## src/rtl/dma_regfront_pkg.sv

```systemverilog
package dma_regfront_pkg;

  localparam int WIN_BITS = 13;

  localparam logic [12:0] OFF_DATA_PTR = 13'h058;
  localparam logic [12:0] OFF_BUF_PTR  = 13'h05C;
  localparam logic [12:0] OFF_GRP_PTR  = 13'h060;
  localparam logic [12:0] OFF_DOWN_PTR = 13'h07C;
  localparam logic [12:0] OFF_CMD      = 13'h080;
  localparam logic [12:0] OFF_CFG      = 13'h084;
  localparam logic [12:0] OFF_STATUS   = 13'h088;
  localparam logic [12:0] OFF_MASK     = 13'h08C;
  localparam logic [12:0] OFF_ACK      = 13'h090;
  localparam logic [12:0] OFF_RAW      = 13'h094;
  localparam logic [12:0] OFF_MASKED   = 13'h098;
  localparam logic [12:0] OFF_STREAM   = 13'h09C;

  typedef struct packed {
    logic load_d;
    logic start;
    logic load_c;
  } strm_req_t;

  // Stream command: only the low ten bits carry meaning.
  function automatic strm_req_t strm_decode(input logic [31:0] v);
    strm_req_t r;
    logic [9:0] c;
    c        = v[9:0];
    r.load_d = |(c & 10'h140);
    r.start  = r.load_d & c[5];
    r.load_c = c[9];
    return r;
  endfunction

  // Status word: state in [2:0], end-of-list in [5], source from [8].
  function automatic logic [31:0] status_word(input logic [2:0] st,
                                              input logic eol,
                                              input logic [23:0] src);
    logic [31:0] w;
    w      = {src, 8'h00};
    w[2:0] = st;
    w[5]   = eol;
    return w;
  endfunction

  // Pending update: acknowledged bits drop, set bits win.
  function automatic logic [31:0] pend_next(input logic [31:0] raw,
                                            input logic [31:0] ack,
                                            input logic [31:0] set);
    return (raw & ~ack) | set;
  endfunction

endpackage

```

## src/rtl/dma_win_decode.sv

```systemverilog
module dma_win_decode #(
  parameter int NUM_CH = 2,
  parameter int ADDR_W = 14
) (
  input  logic [ADDR_W-1:0] addr,
  output logic [12:0]       offset,
  output logic [NUM_CH-1:0] ch_sel
);
  localparam int CH_BITS = ADDR_W - dma_regfront_pkg::WIN_BITS;

  logic [CH_BITS-1:0] index;

  assign offset = addr[12:0];
  assign index  = addr[ADDR_W-1:dma_regfront_pkg::WIN_BITS];

  // An index with no channel behind it selects nothing.
  for (genvar g = 0; g < NUM_CH; g++) begin : g_sel
    assign ch_sel[g] = (index == CH_BITS'(g));
  end
endmodule

```

## src/rtl/dma_irq_unit.sv

```systemverilog
module dma_irq_unit #(
  parameter int IRQ_W = 8
) (
  input  logic             clk,
  input  logic             rst_n,
  input  logic [IRQ_W-1:0] set_bits,
  input  logic             ack_wr,
  input  logic             mask_wr,
  input  logic [IRQ_W-1:0] wr_bits,
  output logic [IRQ_W-1:0] raw,
  output logic [IRQ_W-1:0] mask,
  output logic [IRQ_W-1:0] masked,
  output logic             irq
);
  import dma_regfront_pkg::*;

  logic [IRQ_W-1:0] ack_bits;
  logic [IRQ_W-1:0] raw_nx;
  logic             ready_q;

  // The acknowledge register holds a value only in its write cycle.
  assign ack_bits = ack_wr ? wr_bits : '0;
  assign raw_nx   = IRQ_W'(pend_next(32'(raw), 32'(ack_bits), 32'(set_bits)));

  always_ff @(posedge clk or negedge rst_n) begin
    if (!rst_n) begin
      raw     <= '0;
      mask    <= '0;
      ready_q <= 1'b0;
    end else begin
      raw     <= raw_nx;
      ready_q <= 1'b1;
      if (mask_wr) mask <= wr_bits;
    end
  end

  assign masked = raw & mask;
  assign irq    = |masked;

  p_set_wins_r8: assert property (@(posedge clk) disable iff (!rst_n)
    ready_q |-> ((raw & $past(set_bits)) == $past(set_bits)));

  p_ack_clears_r7: assert property (@(posedge clk) disable iff (!rst_n)
    (ready_q && $past(ack_wr)) |->
      ((raw & $past(wr_bits & ~set_bits)) == '0));

  p_irq_needs_mask_r9: assert property (@(posedge clk) disable iff (!rst_n)
    irq |-> ((mask != '0) && (raw != '0)));
endmodule

```

## src/rtl/dma_chan_regs.sv

```systemverilog
module dma_chan_regs #(
  parameter int IRQ_W = 8,
  parameter int SRC_W = 8
) (
  input  logic             clk,
  input  logic             rst_n,
  input  logic             wr,
  input  logic [12:0]      offset,
  input  logic [31:0]      wdata,
  input  logic [2:0]       eng_state,
  input  logic             eng_eol,
  input  logic [SRC_W-1:0] eng_src,
  input  logic [IRQ_W-1:0] irq_set,
  output logic [31:0]      rd_val,
  output logic [31:0]      ptr_data,
  output logic [31:0]      ptr_buf,
  output logic [31:0]      ptr_grp,
  output logic [31:0]      ptr_down,
  output logic             cfg_en,
  output logic             cfg_stop,
  output logic             pls_load_d,
  output logic             pls_start,
  output logic             pls_load_c,
  output logic             pls_cont,
  output logic             irq
);
  import dma_regfront_pkg::*;

  logic [31:0] cfg_q, cmd_q, strm_q;
  logic        ready_q;

  // Named write events.
  logic wr_hit_data, wr_hit_buf, wr_hit_grp, wr_hit_down;
  logic wr_hit_cmd, wr_hit_cfg, wr_hit_mask, wr_hit_ack, wr_hit_strm;
  assign wr_hit_data = wr && (offset == OFF_DATA_PTR);
  assign wr_hit_buf  = wr && (offset == OFF_BUF_PTR);
  assign wr_hit_grp  = wr && (offset == OFF_GRP_PTR);
  assign wr_hit_down = wr && (offset == OFF_DOWN_PTR);
  assign wr_hit_cmd  = wr && (offset == OFF_CMD);
  assign wr_hit_cfg  = wr && (offset == OFF_CFG);
  assign wr_hit_mask = wr && (offset == OFF_MASK);
  assign wr_hit_ack  = wr && (offset == OFF_ACK);
  assign wr_hit_strm = wr && (offset == OFF_STREAM);

  strm_req_t strm_req;
  assign strm_req = strm_decode(wdata);

  always_ff @(posedge clk or negedge rst_n) begin
    if (!rst_n) begin
      ptr_data   <= '0;
      ptr_buf    <= '0;
      ptr_grp    <= '0;
      ptr_down   <= '0;
      cfg_q      <= '0;
      cmd_q      <= '0;
      strm_q     <= '0;
      pls_load_d <= 1'b0;
      pls_start  <= 1'b0;
      pls_load_c <= 1'b0;
      pls_cont   <= 1'b0;
      ready_q    <= 1'b0;
    end else begin
      ready_q <= 1'b1;
      if (wr_hit_data) ptr_data <= wdata;
      if (wr_hit_buf)  ptr_buf  <= wdata;
      if (wr_hit_grp)  ptr_grp  <= wdata;
      if (wr_hit_down) ptr_down <= wdata;
      if (wr_hit_cfg)  cfg_q    <= wdata;
      if (wr_hit_cmd)  cmd_q    <= wdata;
      if (wr_hit_strm) strm_q   <= wdata;
      pls_cont   <= wr_hit_cmd;
      pls_load_d <= wr_hit_strm && strm_req.load_d;
      pls_start  <= wr_hit_strm && strm_req.start;
      pls_load_c <= wr_hit_strm && strm_req.load_c;
    end
  end

  assign cfg_en   = cfg_q[0];
  assign cfg_stop = cfg_q[1];

  logic [IRQ_W-1:0] raw, mask, masked;

  dma_irq_unit #(.IRQ_W(IRQ_W)) i_irq (
    .clk      (clk),
    .rst_n    (rst_n),
    .set_bits (irq_set),
    .ack_wr   (wr_hit_ack),
    .mask_wr  (wr_hit_mask),
    .wr_bits  (wdata[IRQ_W-1:0]),
    .raw      (raw),
    .mask     (mask),
    .masked   (masked),
    .irq      (irq)
  );

  always_comb begin
    unique case (offset)
      OFF_DATA_PTR: rd_val = ptr_data;
      OFF_BUF_PTR:  rd_val = ptr_buf;
      OFF_GRP_PTR:  rd_val = ptr_grp;
      OFF_DOWN_PTR: rd_val = ptr_down;
      OFF_CMD:      rd_val = cmd_q;
      OFF_CFG:      rd_val = cfg_q;
      OFF_STATUS:   rd_val = status_word(eng_state, eng_eol, 24'(eng_src));
      OFF_MASK:     rd_val = 32'(mask);
      OFF_RAW:      rd_val = 32'(raw);
      OFF_MASKED:   rd_val = 32'(masked);
      OFF_STREAM:   rd_val = strm_q;
      default:      rd_val = '0;
    endcase
  end

  p_start_with_load_r6: assert property (@(posedge clk) disable iff (!rst_n)
    pls_start |-> pls_load_d);

  p_cont_follows_cmd_r5: assert property (@(posedge clk) disable iff (!rst_n)
    (ready_q && pls_cont) |-> $past(wr_hit_cmd));
endmodule

```

## src/rtl/dma_regfront.sv

```systemverilog
module dma_regfront #(
  parameter int NUM_CH = 2,
  parameter int IRQ_W  = 8,
  parameter int SRC_W  = 8,
  parameter int ADDR_W = 13 + ((NUM_CH > 1) ? $clog2(NUM_CH) : 1)
) (
  input  logic                    clk,
  input  logic                    rst_n,
  input  logic                    wr_en,
  input  logic                    rd_en,
  input  logic [ADDR_W-1:0]       addr,
  input  logic [31:0]             wdata,
  output logic [31:0]             rdata,
  input  logic [3*NUM_CH-1:0]     eng_state,
  input  logic [NUM_CH-1:0]       eng_eol,
  input  logic [SRC_W*NUM_CH-1:0] eng_src,
  input  logic [IRQ_W*NUM_CH-1:0] irq_set,
  output logic [32*NUM_CH-1:0]    ptr_data,
  output logic [32*NUM_CH-1:0]    ptr_buf,
  output logic [32*NUM_CH-1:0]    ptr_grp,
  output logic [32*NUM_CH-1:0]    ptr_down,
  output logic [NUM_CH-1:0]       cfg_en,
  output logic [NUM_CH-1:0]       cfg_stop,
  output logic [NUM_CH-1:0]       req_load_d,
  output logic [NUM_CH-1:0]       req_start,
  output logic [NUM_CH-1:0]       req_load_c,
  output logic [NUM_CH-1:0]       req_cont,
  output logic [NUM_CH-1:0]       irq
);
  logic [12:0]       offset;
  logic [NUM_CH-1:0] ch_sel;
  logic [31:0]       ch_rd [NUM_CH];

  dma_win_decode #(.NUM_CH(NUM_CH), .ADDR_W(ADDR_W)) i_dec (
    .addr   (addr),
    .offset (offset),
    .ch_sel (ch_sel)
  );

  for (genvar c = 0; c < NUM_CH; c++) begin : g_ch
    dma_chan_regs #(.IRQ_W(IRQ_W), .SRC_W(SRC_W)) i_ch (
      .clk        (clk),
      .rst_n      (rst_n),
      .wr         (wr_en && ch_sel[c]),
      .offset     (offset),
      .wdata      (wdata),
      .eng_state  (eng_state[3*c +: 3]),
      .eng_eol    (eng_eol[c]),
      .eng_src    (eng_src[SRC_W*c +: SRC_W]),
      .irq_set    (irq_set[IRQ_W*c +: IRQ_W]),
      .rd_val     (ch_rd[c]),
      .ptr_data   (ptr_data[32*c +: 32]),
      .ptr_buf    (ptr_buf[32*c +: 32]),
      .ptr_grp    (ptr_grp[32*c +: 32]),
      .ptr_down   (ptr_down[32*c +: 32]),
      .cfg_en     (cfg_en[c]),
      .cfg_stop   (cfg_stop[c]),
      .pls_load_d (req_load_d[c]),
      .pls_start  (req_start[c]),
      .pls_load_c (req_load_c[c]),
      .pls_cont   (req_cont[c]),
      .irq        (irq[c])
    );
  end

  always_comb begin
    rdata = '0;
    for (int c = 0; c < NUM_CH; c++)
      if (rd_en && ch_sel[c]) rdata = rdata | ch_rd[c];
  end

  // at most one channel window is ever selected.
  p_one_window_r1: assert property (@(posedge clk) disable iff (!rst_n)
    $onehot0(ch_sel));
endmodule

```

## config.mk

```make
export PLATFORM = sky130hd
export DESIGN_NAME = dma_regfront
export DESIGN_NICKNAME = d
export VERILOG_FILES = /design/src/rtl/dma_regfront_pkg.sv /design/src/rtl/dma_win_decode.sv /design/src/rtl/dma_irq_unit.sv /design/src/rtl/dma_chan_regs.sv /design/src/rtl/dma_regfront.sv
export SDC_FILE = /design/constraint.sdc
export NUM_CORES = 1
export LEC_CHECK = 0
export BUFFER_PORTS_ARGS = -buffer_cell sky130_fd_sc_hd__buf_4
export CORE_MARGIN = 4
export CORE_UTILIZATION = 30
export CTS_BUF_LIST = sky130_fd_sc_hd__clkbuf_4 sky130_fd_sc_hd__clkbuf_8
export DETAILED_ROUTE_END_ITERATION = 10
export SLEW_MARGIN = 30
export SYNTH_ARGS = -nofsm -noshare
export SYNTH_HDL_FRONTEND = slang
export SYNTH_SLANG_ARGS = --single-unit
```

## constraint.sdc

```tcl
create_clock -name clk -period 2.6 [get_ports clk]
set_input_delay 0.26 -clock clk [delete_from_list [all_inputs] [get_ports clk]]
set_output_delay 0.26 -clock clk [all_outputs]
set_load 0.005 [all_outputs]
```

==> metrics, run 1 <==
die height=282.6 um; total gr overflow=0; post-synth top area cell=dfrtp_1; part of the Yosys area used for sequential elements=0.5399; clock skew=0 ns; Post-synth EDFFs=0; clock latency on the worst-skew pair=0.69 ns; starting density of the core=0.3033; Core Area=74570 sq um; most area-consuming cells after synthesis=dfrtp_1 54%, mux2_2 17%, mux2_1 6.2%; period utilization=1.044; Wirelength per Cell=29.34 um; Nets=2463; most frequent cells in the layout=536 x buf_4, 485 x dfrtp_1, 342 x mux2_2; WS Path Type=primary input to output pin; post-synth top area share=0.5399; Top cell by count, worst path=buf_12; 1st-pass router iterations=8; worst r2r src=g_ch[0].i_ch.i_irq.raw[4]$_DFF_PN0_; mean area per synthesized cell=13.02 sq um; Cell Area, Synth=22620 sq um; PwrDens=516.8 nW/um^2; crit start category=primary input; FP Rows=100; clock slew at reported path FFs=0.06 ns; Fmax=0.3684 GHz; gr usage total=0.2457; TritonCTS clock tree=yes; Die X=282.6 um; Routed WL=100000 um; crit-path max FO=8; smallest hold slack=0.1069 ns; Bufs on Longest Clock Path=3; status=finished, violations left; initial antenna violation count=4; worst min path class=primary input to asynchronous set/reset pin; Final GP Congestion=0.9901; number of global-route vias before repair=19451; Final setup viols=21; data arrival time of the worst path=2.45 ns; TritonCTS Buffers=87; first-pass GRT wire length=142600 um; Synth warnings=0; # IOs=392; clock tree sinks=488; failing checks=negative setup slack; final hold violations=0; Async SR Flop Fraction=1.000; Max Cap Violations=0; dpl cell area=28120 sq um; Synth Instances=1738; CP Capture Type=output pin; Routed Antenna Nets=0; Die Area=79860 sq um; commonest non-fill, non-tap cell in the layout=buf_4; DRC=0; Lkg Pwr=15.78 nW; largest net degree at the start of global routing=90; RSZ-0062 raised after global routing=true; Max Slew Vio Count=0; share of post-route cells with drive strength above 1=0.5283; IO Port Bufs=391; syn nets=1828; number of H-tree levels=3; Max-slew headroom=0.5908; Max VDD drop=0.0003785 V; slowest cell on the critical path=or4_4; Crit. Startpoint=addr[1]; initial drt markers=1742; clock root buffer=clkbuf_8; Layout area overhead=42.24%; worst setup margin=-0.1142 ns; detailed-route vias per instance=5.500; slew at the pin with the worst max-slew slack=0.5984 ns; hpwl dp=68950 um; Critical Path RT=2.34 ns; minimum clock period after layout=2.714 ns; max incr delay on CP=0.58 ns; Top FF cell, synth=dfrtp_1; crit-path cells=buf_12 -> or4_4 -> nor4_4 -> buf_12 -> buf_12 -> a221o_1 -> o21ai_1 -> a31oi_1 -> buf_4 -> buf_6; Synth Register Bits=488; Post-Layout Inst Area=32180 sq um; Vias=18750; Cell variety after synth=68
[final timing paths]
check | cells past startpoint | slack (ns) | endpoint
setup / recovery | 10 | -0.11 | rdata[11]
hold / removal | 2 | 0.11 | g_ch[1].i_ch.cmd_q[18]$_DFFE_PN0P_
setup reg to reg | 2 | 1.24 | g_ch[0].i_ch.i_irq.raw[4]$_DFF_PN0_
hold reg to reg | 1 | 0.48 | g_ch[0].i_ch.strm_q[9]$_DFFE_PN0P_
max in group asynchronous | 3 | 1.52 | g_ch[0].i_ch.i_irq.raw[6]$_DFF_PN0_
min in group clk | 4 | 0.29 | g_ch[0].i_ch.pls_load_c$_DFF_PN0_
[state kept, by name (all words and copies together) (netlist names)]
signal                cells
g_ch.i_ch.cfg_q          64
g_ch.i_ch.cmd_q          64
g_ch.i_ch.i_irq.mask     16
g_ch.i_ch.i_irq.raw      16
g_ch.i_ch.pls_cont        2
g_ch.i_ch.pls_load_c      2
g_ch.i_ch.pls_load_d      2
g_ch.i_ch.pls_start       2
g_ch.i_ch.ptr_buf        64
g_ch.i_ch.ptr_data       64
g_ch.i_ch.ptr_down       64
g_ch.i_ch.ptr_grp        64
g_ch.i_ch.strm_q         64
[area by class of cell]
cell class / count / area, sq um
multi-input combinational: 1075 / 10270
clock buffer: 137 / 1704
antenna: 2 / 5.005
tap: 969 / 1212
fill: 6907 / 42400
inverter: 6 / 22.52
sequential: 488 / 12220
timing repair buffer: 715 / 6544
clock inverter: 17 / 205.2
[layer usage]
| metal | wire length (um) | vias up | part of all wire | track usage |
|---|---|---|---|---|
| li1 | - | 7845 | - | - |
| met1 | 41270 | 9761 | 0.41 | 0.3209 |
| met2 | 46060 | 934 | 0.46 | 0.3906 |
| met3 | 9003 | 208 | 0.090 | 0.07626 |
| met4 | 3661 | 2 | 0.037 | 0.08065 |
| met5 | 14 | - | 0.00014 | 0 |
[synth_stat cells (all sizes together) (6+ instances only)]
| master | instances |
|---|---|
| clkbuf | 81 |
| o221ai | 6 |
| a21o | 25 |
| dfrtp | 488 |
| a22oi | 72 |
| nand3 | 12 |
| o21ai | 43 |
| a31oi | 11 |
| mux2i | 53 |
| nand4 | 7 |
| a211oi | 6 |
| a21oi | 37 |
| a221o | 7 |
| o22ai | 7 |
| mux2 | 467 |
| nor3 | 14 |
| nor4 | 11 |
| nor2b | 6 |
| a222oi | 21 |
| and2 | 12 |
| nand2 | 70 |
| buf | 88 |
| a2111oi | 10 |
| a221oi | 42 |
| a22o | 20 |
| nor2 | 47 |
[power by group]
group | internal (mW) | switching (mW)
Sequential | 7.61 | 0.00782
Clock | 4.48 | 3.41
Combinational | 0.435 | 0.690
Total | 12.5 | 4.11
[what timing repair did]
item,in CTS,in global routing
setup endpoints to repair,32,32
hold buffers,65,0
endpoints found under the hold margin,673,0
setup buffers,47,15
resized for setup,119,85
pin swaps,35,46
gates cloned,5,0
[stage by stage]
stage	utilization	TNS, ns	total power [mW]	std cells	setup WS [ns]
after floorplan	-	0	8.043	1738	0.2505
after global placement	0.3771	-39.63	8.702	3130	-0.4822
after detailed placement	0.3771	-39.42	8.709	3130	-0.4496
after CTS	0.4259	-0.7882	16.74	3397	-0.08986
after global routing	0.4314	-1.846	17.18	3408	-0.1338
final	0.4315	-0.8096	16.63	3409	-0.1142
[logic make-up (layout without fill, tap and decap cells)]
family                 count (synthesis)  count (layout)  synth area share
multiplexers                         523             523            0.2589
AND/OR/NAND/NOR                      209             209           0.05116
AO/OA/AOI/OAI                        343             343            0.1130
flip-flops                           488             488            0.5399
buffers and inverters                175             875           0.03706
other                                  0               2                 0
[critical path: cells and delay by family]
family                 cells  cell delay [ns]
and+or+nand+nor            2             0.99
buffers and inverters      5             0.73
AOI/OAI and AO/OA          3             0.47
Note: power is estimated with default switching activity, not from simulation.
==> run 2: changes to the inputs <==
--- a/config.mk
+++ b/config.mk
@@ -6,9 +6,9 @@
 export NUM_CORES = 1
 export LEC_CHECK = 0
 export BUFFER_PORTS_ARGS = -buffer_cell sky130_fd_sc_hd__buf_4
-export CORE_MARGIN = 4
 export CORE_UTILIZATION = 30
 export CTS_BUF_LIST = sky130_fd_sc_hd__clkbuf_4 sky130_fd_sc_hd__clkbuf_8
+export CTS_CLUSTER_DIAMETER = 80
 export DETAILED_ROUTE_END_ITERATION = 10
 export SLEW_MARGIN = 30
 export SYNTH_ARGS = -nofsm -noshare
==> metrics, run 2 (synthesized netlist as in run 1, its figures left out) <==
status=finished, violations left; failing checks=negative setup slack; IO Port Bufs=391; clock root buffer=clkbuf_8; sequential fraction of design power=0.459; most frequent cells in the layout=540 x buf_4, 487 x dfrtp_1, 340 x mux2_2; P_int=12.56 mW; crit-path max FO=7; share of post-route cells with drive strength above 1=0.5211; # IOs=392; Max Slew Vio Count=0; Layout area overhead=42.34%; Max VDD drop=0.0006237 V; detailed-route vias per instance=5.452; Vias=18625; Gate power share=0.067; clock latency on the worst-skew pair=0.68 ns; DRC=0; Wirelength per Cell=29.38 um; 1st-pass router iterations=6; period utilization=1.079; Max Cap Violations=0; dpl cell area=28140 sq um; Final GP Congestion=0.9584; data arrival time of the worst path=2.54 ns; TritonCTS clock tree=yes; Die Area=76500 sq um; Tot Pwr=16.58 mW; Critical Path RT=2.34 ns; worst setup margin=-0.2046 ns; crit start category=primary input; number of global-route vias before repair=19465; clock slew at reported path FFs=0.06 ns; die height=276.6 um; Switching Share=0.2428; PwrDens=515.1 nW/um^2; Routed Antenna Nets=0; worst min path class=primary input to flip-flop; worst slack, placed=-0.6027 ns; Sw Pwr=4.026 mW; Clock power frac=0.474; Lkg Pwr=15.84 nW; placed cells=3130; gr usage total=0.2589; FP Rows=100; initial antenna violation count=2; minimum clock period after layout=2.805 ns; Final setup viols=28; fin util=0.4318; Core Area=74570 sq um; number of H-tree levels=3; RSZ-0062 raised after global routing=true; Die X=276.6 um; starting density of the core=0.3033; final hold violations=0; largest net degree at the start of global routing=98; Post-Layout Inst Area=32200 sq um; clock tree sinks=488; initial drt markers=1517; first-pass GRT wire length=143500 um; smallest hold slack=0.06245 ns; CP Capture Type=output pin; Bufs on Longest Clock Path=3; Routed WL=100300 um; Non-Filler Instances=3416; TritonCTS Buffers=87; Fmax=0.3566 GHz; commonest non-fill, non-tap cell in the layout=buf_4; Max-slew headroom=0.4390; setup TNS=-2.261 ns; Fillers=6945; hpwl dp=69030 um; slew at the pin with the worst max-slew slack=0.8351 ns; Nets=2470; clock skew=0 ns; total gr overflow=0; WS Path Type=primary input to output pin
## run 2: path summary, 6_finish.rpt
check | slack [ns] | cells past startpoint | endpoint | from
max in group asynchronous | 1.52 | 3 | g_ch[0].i_ch.ptr_down[7]$_DFFE_PN0P_ | rst_n
worst min-delay path | 0.06 | 2 | g_ch[1].i_ch.strm_q[0]$_DFFE_PN0P_ | wdata[0]
worst max register to register | 1.19 | 2 | g_ch[0].i_ch.i_irq.raw[7]$_DFF_PN0_ | g_ch[0].i_ch.i_irq.raw[7]$_DFF_PN0_
worst max-delay path | -0.20 | 12 | rdata[5] | addr[1]
min in group asynchronous | 0.08 | 2 | g_ch[1].i_ch.strm_q[20]$_DFFE_PN0P_ | rst_n
worst min register to register | 0.49 | 1 | g_ch[0].i_ch.cmd_q[30]$_DFFE_PN0P_ | g_ch[0].i_ch.cmd_q[30]$_DFFE_PN0P_
## run 2: per-layer routing
layer / vias up / GRT usage / share of wire
met4: 2 / 0.07449 / 0.028
met3: 176 / 0.06133 / 0.079
li1: 7848 / - / -
met1: 9751 / 0.3477 / 0.43
met5: - / 0 / 0.000060
met2: 848 / 0.4146 / 0.46
## run 2: critical path: stages
cell      delay [ns]
buf_8           0.10
or4_4           0.58
nor4_4          0.32
buf_4           0.17
buf_12          0.15
buf_12          0.13
nand2_2         0.05
o211ai_1        0.11
o31ai_1         0.10
a31oi_1         0.31
buf_4           0.18
buf_6           0.08
## run 2: area by class of cell
class	instances	area, sq um	area share
diodes	2	5.005	0.0001554
clock buffers	134	1682	0.05223
clock inverters	20	219.0	0.006801
inverters	6	22.52	0.0006995
multi-input cells	1075	10130	0.3147
flip-flops and latches	488	12210	0.3793
well taps	969	1212	0.03766
repair buffers	722	6710	0.2084
## run 2: what timing repair did
action | in CTS | in global routing
cloned | 9 | 2
endpoints found under the hold margin | 856 | 0
pin swaps | 44 | 38
buffers inserted | 39 | 28
setup endpoints to repair | 32 | 32
hold buffers | 64 | 0
resized for setup | 124 | 67
## run 2: power groups by stage
stage          Clock (mW)  Combinational, mW  Sequential (mW)
6_report             7.85               1.11             7.62
5_1_grt              8.35               1.18             7.61
4_1_cts              8.02               1.08             7.61
3_5_place_dp            0              0.960             7.75
3_3_place_gp            0              0.954             7.75
2_1_floorplan           0              0.293             7.75
